[src/rtl/bist_pkg.sv]
package bist_pkg;
  localparam int REG_AW = 3;
  localparam int REG_DW = 16;
  localparam int CNT_W  = 32;
  localparam int DAT_W  = 32;
  localparam int LEN_W  = 8;

  typedef enum logic [REG_AW-1:0] {
    REG_CTRL   = 3'd0,
    REG_CNT_LO = 3'd1,
    REG_CNT_HI = 3'd2,
    REG_START  = 3'd3,
    REG_ERR_LO = 3'd4,
    REG_ERR_HI = 3'd5,
    REG_STAT   = 3'd6
  } reg_addr_e;

  typedef enum logic [1:0] {
    PAT_ALT   = 2'd0,
    PAT_ONES  = 2'd1,
    PAT_NIB   = 2'd2,
    PAT_INCR  = 2'd3
  } pat_sel_e;

  localparam logic [DAT_W-1:0] WORD_ALT  = 32'hAAAA5555;
  localparam logic [DAT_W-1:0] WORD_ONES = 32'hFFFFFFFF;
  localparam logic [DAT_W-1:0] WORD_NIB  = 32'hA5A55A5A;

  typedef struct packed {
    logic [LEN_W-1:0] len;
    logic [1:0]       pat;
    logic             rd;
    logic             burst;
    logic             mode;
  } cfg_t;
endpackage

[src/rtl/bist_pattern.sv]
module bist_pattern
  import bist_pkg::*;
(
  input  logic [1:0]       sel_i,
  input  logic [DAT_W-1:0] idx_i,
  output logic [DAT_W-1:0] data_o
);
  always_comb begin
    unique case (pat_sel_e'(sel_i))
      PAT_ALT:  data_o = WORD_ALT;
      PAT_ONES: data_o = WORD_ONES;
      PAT_NIB:  data_o = WORD_NIB;
      default:  data_o = idx_i;
    endcase
  end
endmodule

[src/rtl/bist_regs.sv]
module bist_regs
  import bist_pkg::*;
#(
  parameter int ERR_W = 31
) (
  input  logic              clk_i,
  input  logic              rst_ni,
  input  logic              we_i,
  input  logic [REG_AW-1:0] waddr_i,
  input  logic [REG_DW-1:0] wdata_i,
  input  logic [REG_AW-1:0] raddr_i,
  output logic [REG_DW-1:0] rdata_o,
  input  logic              busy_i,
  input  logic              done_i,
  input  logic [ERR_W-1:0]  err_i,
  output cfg_t              cfg_o,
  output logic [CNT_W-1:0]  burst_cnt_o,
  output logic              start_o
);
  localparam int EXT_W = 2 * REG_DW;

  logic [REG_DW-1:0] ctrl_q;
  logic [CNT_W-1:0]  cnt_q;
  logic [EXT_W-1:0]  err_ext;
  logic              cfg_wr;

  assign cfg_wr = we_i && !busy_i;

  always_ff @(posedge clk_i or negedge rst_ni) begin
    if (!rst_ni) begin
      ctrl_q <= '0;
      cnt_q  <= '0;
    end else if (cfg_wr) begin
      case (reg_addr_e'(waddr_i))
        REG_CTRL:   ctrl_q <= wdata_i;
        REG_CNT_LO: cnt_q[REG_DW-1:0] <= wdata_i;
        REG_CNT_HI: cnt_q[CNT_W-1:REG_DW] <= wdata_i;
        default: ;
      endcase
    end
  end

  assign cfg_o = '{len:   ctrl_q[15:8],
                   pat:   ctrl_q[5:4],
                   rd:    ctrl_q[2],
                   burst: ctrl_q[1],
                   mode:  ctrl_q[0]};
  assign burst_cnt_o = cnt_q;

  // single-cycle by construction: one strobe per write
  assign start_o = we_i && (reg_addr_e'(waddr_i) == REG_START) && wdata_i[0]
                   && ctrl_q[0] && !busy_i;

  assign err_ext = {{(EXT_W-ERR_W){1'b0}}, err_i};

  always_comb begin
    case (reg_addr_e'(raddr_i))
      REG_CTRL:   rdata_o = ctrl_q;
      REG_CNT_LO: rdata_o = cnt_q[REG_DW-1:0];
      REG_CNT_HI: rdata_o = cnt_q[CNT_W-1:REG_DW];
      REG_ERR_LO: rdata_o = err_ext[REG_DW-1:0];
      REG_ERR_HI: rdata_o = err_ext[EXT_W-1:REG_DW];
      REG_STAT:   rdata_o = {{(REG_DW-2){1'b0}}, busy_i, done_i};
      default:    rdata_o = '0;
    endcase
  end


  cfg_frozen_chk: assert property (@(posedge clk_i) disable iff (!rst_ni)
    busy_i |=> ($stable(ctrl_q) && $stable(cnt_q)));
endmodule

[src/rtl/bist_seq.sv]
module bist_seq
  import bist_pkg::*;
#(
  parameter int ADDR_W = 24,
  parameter int OUT_W  = 8
) (
  input  logic              clk_i,
  input  logic              rst_ni,
  input  logic              start_i,
  input  logic              mode_i,
  input  logic              burst_i,
  input  logic              rd_i,
  input  logic [LEN_W-1:0]  len_i,
  input  logic [CNT_W-1:0]  burst_cnt_i,
  input  logic              gnt_i,
  input  logic              rvalid_i,
  output logic              req_o,
  output logic [ADDR_W-1:0] addr_o,
  output logic [DAT_W-1:0]  idx_o,
  output logic              busy_o,
  output logic              done_o
);
  logic             busy_q, issued_q, done_q;
  logic [LEN_W-1:0] beat_q;
  logic [CNT_W-1:0] burst_q;
  logic [DAT_W-1:0] idx_q;
  logic [OUT_W-1:0] out_q;
  logic [LEN_W-1:0] beat_last;
  logic             fire, rd_fire, rd_ret, last_beat, last_burst, finish;

  assign beat_last  = (burst_i && len_i != '0) ? len_i - 1'b1 : '0;
  assign req_o      = busy_q && !issued_q;
  assign fire       = req_o && gnt_i;
  assign rd_fire    = fire && rd_i;
  assign rd_ret     = busy_q && rd_i && rvalid_i;
  assign last_beat  = beat_q == beat_last;
  assign last_burst = burst_q == burst_cnt_i - 1'b1;
  assign finish     = busy_q && issued_q && (out_q == '0);

  always_ff @(posedge clk_i or negedge rst_ni) begin
    if (!rst_ni) begin
      busy_q   <= 1'b0;
      issued_q <= 1'b0;
      done_q   <= 1'b0;
      beat_q   <= '0;
      burst_q  <= '0;
      idx_q    <= '0;
      out_q    <= '0;
    end else if (start_i) begin
      busy_q   <= 1'b1;
      issued_q <= (burst_cnt_i == '0);
      done_q   <= 1'b0;
      beat_q   <= '0;
      burst_q  <= '0;
      idx_q    <= '0;
      out_q    <= '0;
    end else if (busy_q) begin
      if (fire) begin
        idx_q <= idx_q + 1'b1;
        if (last_beat) begin
          beat_q <= '0;
          if (last_burst) issued_q <= 1'b1;
          else            burst_q  <= burst_q + 1'b1;
        end else begin
          beat_q <= beat_q + 1'b1;
        end
      end
      // issue and return may coincide
      case ({rd_fire, rd_ret})
        2'b10:   out_q <= out_q + 1'b1;
        2'b01:   out_q <= out_q - 1'b1;
        default: ;
      endcase
      if (finish) begin
        busy_q <= 1'b0;
        done_q <= 1'b1;
      end
    end
  end

  assign addr_o = idx_q[ADDR_W-1:0];
  assign idx_o  = idx_q;
  assign busy_o = busy_q;
  assign done_o = done_q;


  req_needs_mode_chk: assert property (@(posedge clk_i) disable iff (!rst_ni)
    req_o |-> mode_i);

  ret_has_pending_chk: assert property (@(posedge clk_i) disable iff (!rst_ni)
    rd_ret |-> (out_q != '0));

  done_quiet_chk: assert property (@(posedge clk_i) disable iff (!rst_ni)
    done_q |-> !req_o);

  no_overflow_chk: assert property (@(posedge clk_i) disable iff (!rst_ni)
    rd_fire && !rd_ret |-> (out_q != {OUT_W{1'b1}}));
endmodule

[src/rtl/bist_check.sv]
module bist_check
  import bist_pkg::*;
#(
  parameter int ERR_W = 31
) (
  input  logic             clk_i,
  input  logic             rst_ni,
  input  logic             start_i,
  input  logic             en_i,
  input  logic [1:0]       pat_i,
  input  logic             rvalid_i,
  input  logic [DAT_W-1:0] rdata_i,
  output logic [ERR_W-1:0] err_o
);
  localparam logic [ERR_W-1:0] ERR_MAX = {ERR_W{1'b1}};

  logic [DAT_W-1:0] rcv_q, exp_data;
  logic [ERR_W-1:0] err_q;
  logic             take;

  bist_pattern u_exp (
    .sel_i  (pat_i),
    .idx_i  (rcv_q),
    .data_o (exp_data)
  );

  assign take = en_i && rvalid_i;

  always_ff @(posedge clk_i or negedge rst_ni) begin
    if (!rst_ni) begin
      rcv_q <= '0;
      err_q <= '0;
    end else if (start_i) begin
      rcv_q <= '0;
      err_q <= '0;
    end else if (take) begin
      rcv_q <= rcv_q + 1'b1;
      if (rdata_i != exp_data && err_q != ERR_MAX) err_q <= err_q + 1'b1;
    end
  end

  assign err_o = err_q;


  err_sat_chk: assert property (@(posedge clk_i) disable iff (!rst_ni)
    (!start_i && err_q == ERR_MAX) |=> (err_q == ERR_MAX));

  err_step_chk: assert property (@(posedge clk_i) disable iff (!rst_ni)
    !start_i |=> (err_q - $past(err_q) <= 1));
endmodule

[src/rtl/mem_bist_engine.sv]
module mem_bist_engine
  import bist_pkg::*;
#(
  parameter int ADDR_W = 24,
  parameter int ERR_W  = 31,
  parameter int OUT_W  = 8
) (
  input  logic              clk_i,
  input  logic              rst_ni,
  input  logic              reg_we_i,
  input  logic [2:0]        reg_waddr_i,
  input  logic [15:0]       reg_wdata_i,
  input  logic [2:0]        reg_raddr_i,
  output logic [15:0]       reg_rdata_o,
  output logic              mem_req_o,
  output logic              mem_we_o,
  output logic [ADDR_W-1:0] mem_addr_o,
  output logic [31:0]       mem_wdata_o,
  input  logic              mem_gnt_i,
  input  logic              mem_rvalid_i,
  input  logic [31:0]       mem_rdata_i,
  output logic              busy_o,
  output logic              done_o
);
  cfg_t             cfg;
  logic [CNT_W-1:0] burst_cnt;
  logic [DAT_W-1:0] idx;
  logic [ERR_W-1:0] err;
  logic             start, busy, done;

  bist_regs #(.ERR_W(ERR_W)) u_regs (
    .clk_i       (clk_i),
    .rst_ni      (rst_ni),
    .we_i        (reg_we_i),
    .waddr_i     (reg_waddr_i),
    .wdata_i     (reg_wdata_i),
    .raddr_i     (reg_raddr_i),
    .rdata_o     (reg_rdata_o),
    .busy_i      (busy),
    .done_i      (done),
    .err_i       (err),
    .cfg_o       (cfg),
    .burst_cnt_o (burst_cnt),
    .start_o     (start)
  );

  bist_seq #(.ADDR_W(ADDR_W), .OUT_W(OUT_W)) u_seq (
    .clk_i       (clk_i),
    .rst_ni      (rst_ni),
    .start_i     (start),
    .mode_i      (cfg.mode),
    .burst_i     (cfg.burst),
    .rd_i        (cfg.rd),
    .len_i       (cfg.len),
    .burst_cnt_i (burst_cnt),
    .gnt_i       (mem_gnt_i),
    .rvalid_i    (mem_rvalid_i),
    .req_o       (mem_req_o),
    .addr_o      (mem_addr_o),
    .idx_o       (idx),
    .busy_o      (busy),
    .done_o      (done)
  );

  bist_pattern u_wpat (
    .sel_i  (cfg.pat),
    .idx_i  (idx),
    .data_o (mem_wdata_o)
  );

  bist_check #(.ERR_W(ERR_W)) u_chk (
    .clk_i    (clk_i),
    .rst_ni   (rst_ni),
    .start_i  (start),
    .en_i     (busy && cfg.rd),
    .pat_i    (cfg.pat),
    .rvalid_i (mem_rvalid_i),
    .rdata_i  (mem_rdata_i),
    .err_o    (err)
  );

  assign mem_we_o = !cfg.rd;
  assign busy_o   = busy;
  assign done_o   = done;


  hold_req_chk: assert property (@(posedge clk_i) disable iff (!rst_ni)
    (mem_req_o && !mem_gnt_i) |=> (mem_req_o && $stable(mem_addr_o)
                                   && $stable(mem_we_o) && $stable(mem_wdata_o)));

  start_idle_chk: assert property (@(posedge clk_i) disable iff (!rst_ni)
    start |=> busy);
endmodule

[config.mk]
export PLATFORM = sky130hd
export DESIGN_NAME = mem_bist_engine
export DESIGN_NICKNAME = d
export VERILOG_FILES = /design/src/rtl/bist_pkg.sv /design/src/rtl/bist_pattern.sv /design/src/rtl/bist_regs.sv /design/src/rtl/bist_seq.sv /design/src/rtl/bist_check.sv /design/src/rtl/mem_bist_engine.sv
export SDC_FILE = /design/constraint.sdc
export NUM_CORES = 1
export LEC_CHECK = 0
export BUFFER_PORTS_ARGS = -buffer_cell sky130_fd_sc_hd__buf_2
export CAP_MARGIN = 20
export CORE_MARGIN = 10
export CORE_UTILIZATION = 45
export CTS_BUF_LIST = sky130_fd_sc_hd__clkbuf_4 sky130_fd_sc_hd__clkbuf_8
export DETAILED_ROUTE_END_ITERATION = 16
export PLACE_DENSITY = 0.64
export SYNTH_ARGS = -nofsm -noshare
export SYNTH_HDL_FRONTEND = slang
export SYNTH_SLANG_ARGS = --single-unit
[constraint.sdc]
create_clock -name clk_i -period 4.45 [get_ports clk_i]
set_input_delay 0.445 -clock clk_i [delete_from_list [all_inputs] [get_ports clk_i]]
set_output_delay 0.445 -clock clk_i [all_outputs]
set_load 0.01 [all_outputs]
==> summary by stage <==
Outcome
The run finished with clean final reports.

Timing
Hold timing on the final database bottoms out at a slack of 0.0246 ns. Setup violations remaining at the end of the flow were counted as 0. The actual slew at the worst max-slew pin is 0.943 ns.

The hold violation count in the final report was 0. The total count of max-transition violations in the final report is 0. Of the available clock period, the critical path in the final layout requires 88.2%. The minimum clock period after layout is 3.92 ns. On the final layout, the worst clock skew is 0.0268 ns. The worst setup margin is 0.527 ns. The highest attainable clock frequency is 255 MHz. The worst-case headroom to the max-slew limit is 37.1%. Setup total negative slack on the finished layout was measured at 0 ns. Setup repair after global routing left no endpoint under its margin.

Logic synthesis
The post-synthesis net count is 1556. The cell area after synthesis is 12900 um^2. The share of synthesized flip-flops with an asynchronous set or reset is 100%. After synthesis, the netlist uses 79 different library cells. Summed over its instances, the top area cell type makes up 37.7% of the synthesized netlist area. The largest total area in the synthesized netlist belongs to sky130_fd_sc_hd__dfrtp_1. Each instance of the synthesized netlist takes up on average 8.72 um^2.

The most used flip-flop cell after synthesis is sky130_fd_sc_hd__dfrtp_1. The cell count after synthesis came out at 1478. The number of flops mapped to enable cells by yosys is 0. The sequential cell area fraction in the yosys report is 37.7%. For this run, the number of Yosys warnings is 0. The number of synthesized register bits is 194.

After synthesis, the cell types taking the most area are sky130_fd_sc_hd__dfrtp_1 38%, sky130_fd_sc_hd__xnor2_1 5.2%, sky130_fd_sc_hd__xor2_1 4.6%.

GRT
In the global route stage, overall resource usage came out at 20.9%. The number of global-route vias before repair is 10900. Summed over all layers, the global routing overflow is 0. Entering global routing, the biggest net connects 113 pins. The first-pass GRT wire length is 61.1 mm. The initial antenna violation count is 0.

Drt
The average wire per cell in the routed design is 19.5 um. For this block, the initial DRC count from the detailed router was 810. The first detailed-routing pass ran for 5 iterations. The total DRC errors in the routed layout is 0. The post-detailed-routing wire length is 37.8 mm.

The final route contains 11300 vias. The number of nets still failing antenna checks after routing is 0. Dividing the detail-routed via count by the number of cells gives 5.85.

Setup path
The critical path goes through inv_1 -> ha_1 -> nor4b_4 -> nand4_2 -> nor4_2 -> xnor2_1 -> or4_1 -> or4_4 -> o31ai_4 -> buf_12 -> nor4_1 -> o21a_1. The endpoint identified for the worst register-to-register timing path is u_seq.burst_q[30]. The classification of the worst setup path is flop to flop. The family with the most delay on the worst path is simple AND/OR/NAND/NOR gates.

For the worst setup path, the data arrival time is 4.31 ns. In this run the worst path has a maximum fanout of 62. In this run the critical register-to-register path is launched from u_regs.burst_cnt_o[0].

The register-to-register path setup slack is 0.53 ns. On the critical path, the stage with the largest delay is an instance of sky130_fd_sc_hd__or4_4. The worst setup path is captured at a flop. The delay of the slowest cell on the worst path is 0.56 ns. The element type at the critical path start is a flop. The cell depth of the worst flop-to-flop path is 12. The worst path required time is 4.84 ns.

The number of buffers and inverters on the critical path is 2.

Cells and area
The post-layout utilization of the core is 50.6%. The area added between synthesis and finish is 10.0%. The repair_antennas step left the layout with diodes totalling 0.

For this run, the post-layout net count is 1625. The post-route netlist has 17.2% of its cells at a drive strength greater than 1.

CTS
The clock passes through at most 2 buffers. Buffers inserted during clock tree synthesis total 17. The number of gates resized after CTS was 0. For this design, the CTS-stage hold fixing added 0 buffers.

The count of clock tree sinks is 194. The clock tree from TritonCTS is done. Clock-pin slew was measured on the worst setup and hold paths at 0.14 ns. The H-tree generated during clock tree synthesis spans 4 levels. The number of buffers added for setup after CTS is 0. In this run the clock root is driven by a sky130_fd_sc_hd__clkbuf_8. The later pin in the worst-skew pair is clocked with a latency of 0.51 ns.

Die
The area of the die is 35800 um^2. The horizontal extent of the die is 189 um. The die is 189 um tall. The effective utilization at floorplan is 46.0%. After floorplanning, the core was sized to cover 28000 um^2. The row count is 61. The top-level port count is 135.

Place
Routability-driven placement finished with a final weighted congestion of 0.923. The pre-CTS setup slack is 0.620 ns. The wire-length estimate of the detail-placed layout is 28.2 mm. The quantity of I/O buffers inserted on ports is 134.

Power and ir drop
VDD sags by at most 0.212 mV. Overall power consumption after layout is estimated at 0.00457 W. The leakage power total is 6.54 nW. Dividing total power by cell area gives a power density of 323 nW/um^2.

Job
The tool flagged a number of max-cap violations equal to 0.

Min path
The type of the worst min-delay path is primary input to async pin.
[through the flow]
step           area (um^2)  instances
4_1_cts              14200       1937
2_1_floorplan        12900       1478
3_3_place_gp         13700       1905
3_5_place_dp         13700       1905
6_report             14200       1938
5_1_grt              14200       1938
[state kept, by name, summed over array words and instances, names as in the netlist]
name                flops
u_seq.busy_o            1
u_regs.burst_cnt_o     32
u_regs.ctrl_q          16
u_seq.done_o            1
u_seq.issued_q          1
u_seq.out_q             8
u_chk.err_o            31
u_seq.idx_o            32
u_seq.beat_q            8
u_seq.burst_q          32
u_chk.rcv_q            32
[cells in the final DEF (no fill, tap or decap), types with 11 or more instances in the layout]
cell type	n
sky130_fd_sc_hd__dfrtp_1	194
sky130_fd_sc_hd__nand2_1	145
sky130_fd_sc_hd__buf_2	134
sky130_fd_sc_hd__nor2_1	132
sky130_fd_sc_hd__xnor2_1	76
sky130_fd_sc_hd__nand3_1	72
sky130_fd_sc_hd__a21oi_1	71
sky130_fd_sc_hd__xor2_1	68
sky130_fd_sc_hd__o21ai_0	67
sky130_fd_sc_hd__mux2_2	43
sky130_fd_sc_hd__or3_1	41
sky130_fd_sc_hd__inv_1	39
sky130_fd_sc_hd__nor3_1	38
sky130_fd_sc_hd__nand4_1	38
sky130_fd_sc_hd__mux2i_1	29
sky130_fd_sc_hd__nand2b_1	26
sky130_fd_sc_hd__and3_1	24
sky130_fd_sc_hd__or4_1	24
sky130_fd_sc_hd__buf_4	23
sky130_fd_sc_hd__nor4_1	22
sky130_fd_sc_hd__clkbuf_8	18
sky130_fd_sc_hd__ha_1	17
sky130_fd_sc_hd__and4_1	16
sky130_fd_sc_hd__o211ai_1	16
sky130_fd_sc_hd__nor2b_1	15
sky130_fd_sc_hd__o22ai_1	11
[kinds of logic (layout without fill, tap and decap cells)]
logic type | count (synthesis) | in the layout | share of synthesized area (%)
simple gates | 643 | 643 | 26.5
compound gates | 256 | 256 | 12.6
flops | 194 | 194 | 37.7
buf+inv | 149 | 231 | 5.36
xor+xnor | 144 | 144 | 9.78
mux | 73 | 73 | 6.18
fa+ha+maj | 19 | 19 | 1.90
[final cells by class]
type / count / area (um^2)
Sequential cell: 194 / 4850
Fill cell: 2650 / 13800
Clock buffer: 17 / 234
Timing Repair Buffer: 160 / 897
Multi-Input combinational cell: 1135 / 7360
Inverter: 39 / 146
Tap cell: 378 / 473
Clock inverter: 15 / 218
[power by group]
part | switching, W | internal, W
clock | 0.000804 | 0.000505
combinational | 0.000641 | 0.000469
sequential | 0.000235 | 0.00192
[synthesized netlist by cell type, types with 6 or more instances]
| cell | number |
|---|---|
| sky130_fd_sc_hd__o221ai_1 | 8 |
| sky130_fd_sc_hd__ha_1 | 18 |
| sky130_fd_sc_hd__mux2_2 | 43 |
| sky130_fd_sc_hd__dfrtp_1 | 194 |
| sky130_fd_sc_hd__nand3_1 | 72 |
| sky130_fd_sc_hd__nor2_1 | 132 |
| sky130_fd_sc_hd__nor2b_1 | 15 |
| sky130_fd_sc_hd__or3_1 | 41 |
| sky130_fd_sc_hd__o21ai_0 | 67 |
| sky130_fd_sc_hd__nor3_1 | 38 |
| sky130_fd_sc_hd__and4_1 | 17 |
| sky130_fd_sc_hd__nor4_1 | 23 |
| sky130_fd_sc_hd__and2_1 | 7 |
| sky130_fd_sc_hd__nand2b_1 | 26 |
| sky130_fd_sc_hd__xor2_1 | 68 |
| sky130_fd_sc_hd__inv_1 | 39 |
| sky130_fd_sc_hd__o22ai_1 | 11 |
| sky130_fd_sc_hd__a22oi_1 | 10 |
| sky130_fd_sc_hd__a21oi_1 | 71 |
| sky130_fd_sc_hd__a21boi_0 | 6 |
| sky130_fd_sc_hd__o21ai_1 | 6 |
| sky130_fd_sc_hd__and3_1 | 24 |
| sky130_fd_sc_hd__nand3b_1 | 7 |
| sky130_fd_sc_hd__o211ai_1 | 16 |
| sky130_fd_sc_hd__mux2i_1 | 29 |
| sky130_fd_sc_hd__nand4_1 | 38 |
| sky130_fd_sc_hd__buf_1 | 15 |
| sky130_fd_sc_hd__buf_4 | 25 |
| sky130_fd_sc_hd__xnor2_1 | 76 |
| sky130_fd_sc_hd__nand2_1 | 145 |
| sky130_fd_sc_hd__or4_1 | 24 |
| sky130_fd_sc_hd__clkbuf_1 | 60 |
[metal layers]
metal  share of wire, %  vias to the layer above  GRT usage [%]  routed length [um]
met3                5.1                       56           3.95                1910
li1                   -                     5410              -                   -
met4                2.3                        0           5.83                 885
met5                  0                        -              0                   0
met1                 45                     5542           27.2               16900
met2                 48                      322           34.7               18100
[worst max-delay path by stage]
stage                                     start                end  slack, ns  cells after the start
after detailed placement  u_regs.burst_cnt_o[0]  u_seq.burst_q[30]       0.62                     12
after global placement    u_regs.burst_cnt_o[0]  u_seq.burst_q[30]       0.70                     12
after global routing      u_regs.burst_cnt_o[0]  u_seq.burst_q[16]       0.29                     12
after CTS                 u_regs.burst_cnt_o[0]  u_seq.burst_q[30]       0.57                     12
after floorplan           u_regs.burst_cnt_o[0]   u_seq.burst_q[0]       0.84                     13
final                     u_regs.burst_cnt_o[0]  u_seq.burst_q[30]       0.53                     12
No activity file was read; power rests on OpenSTA's default activity.
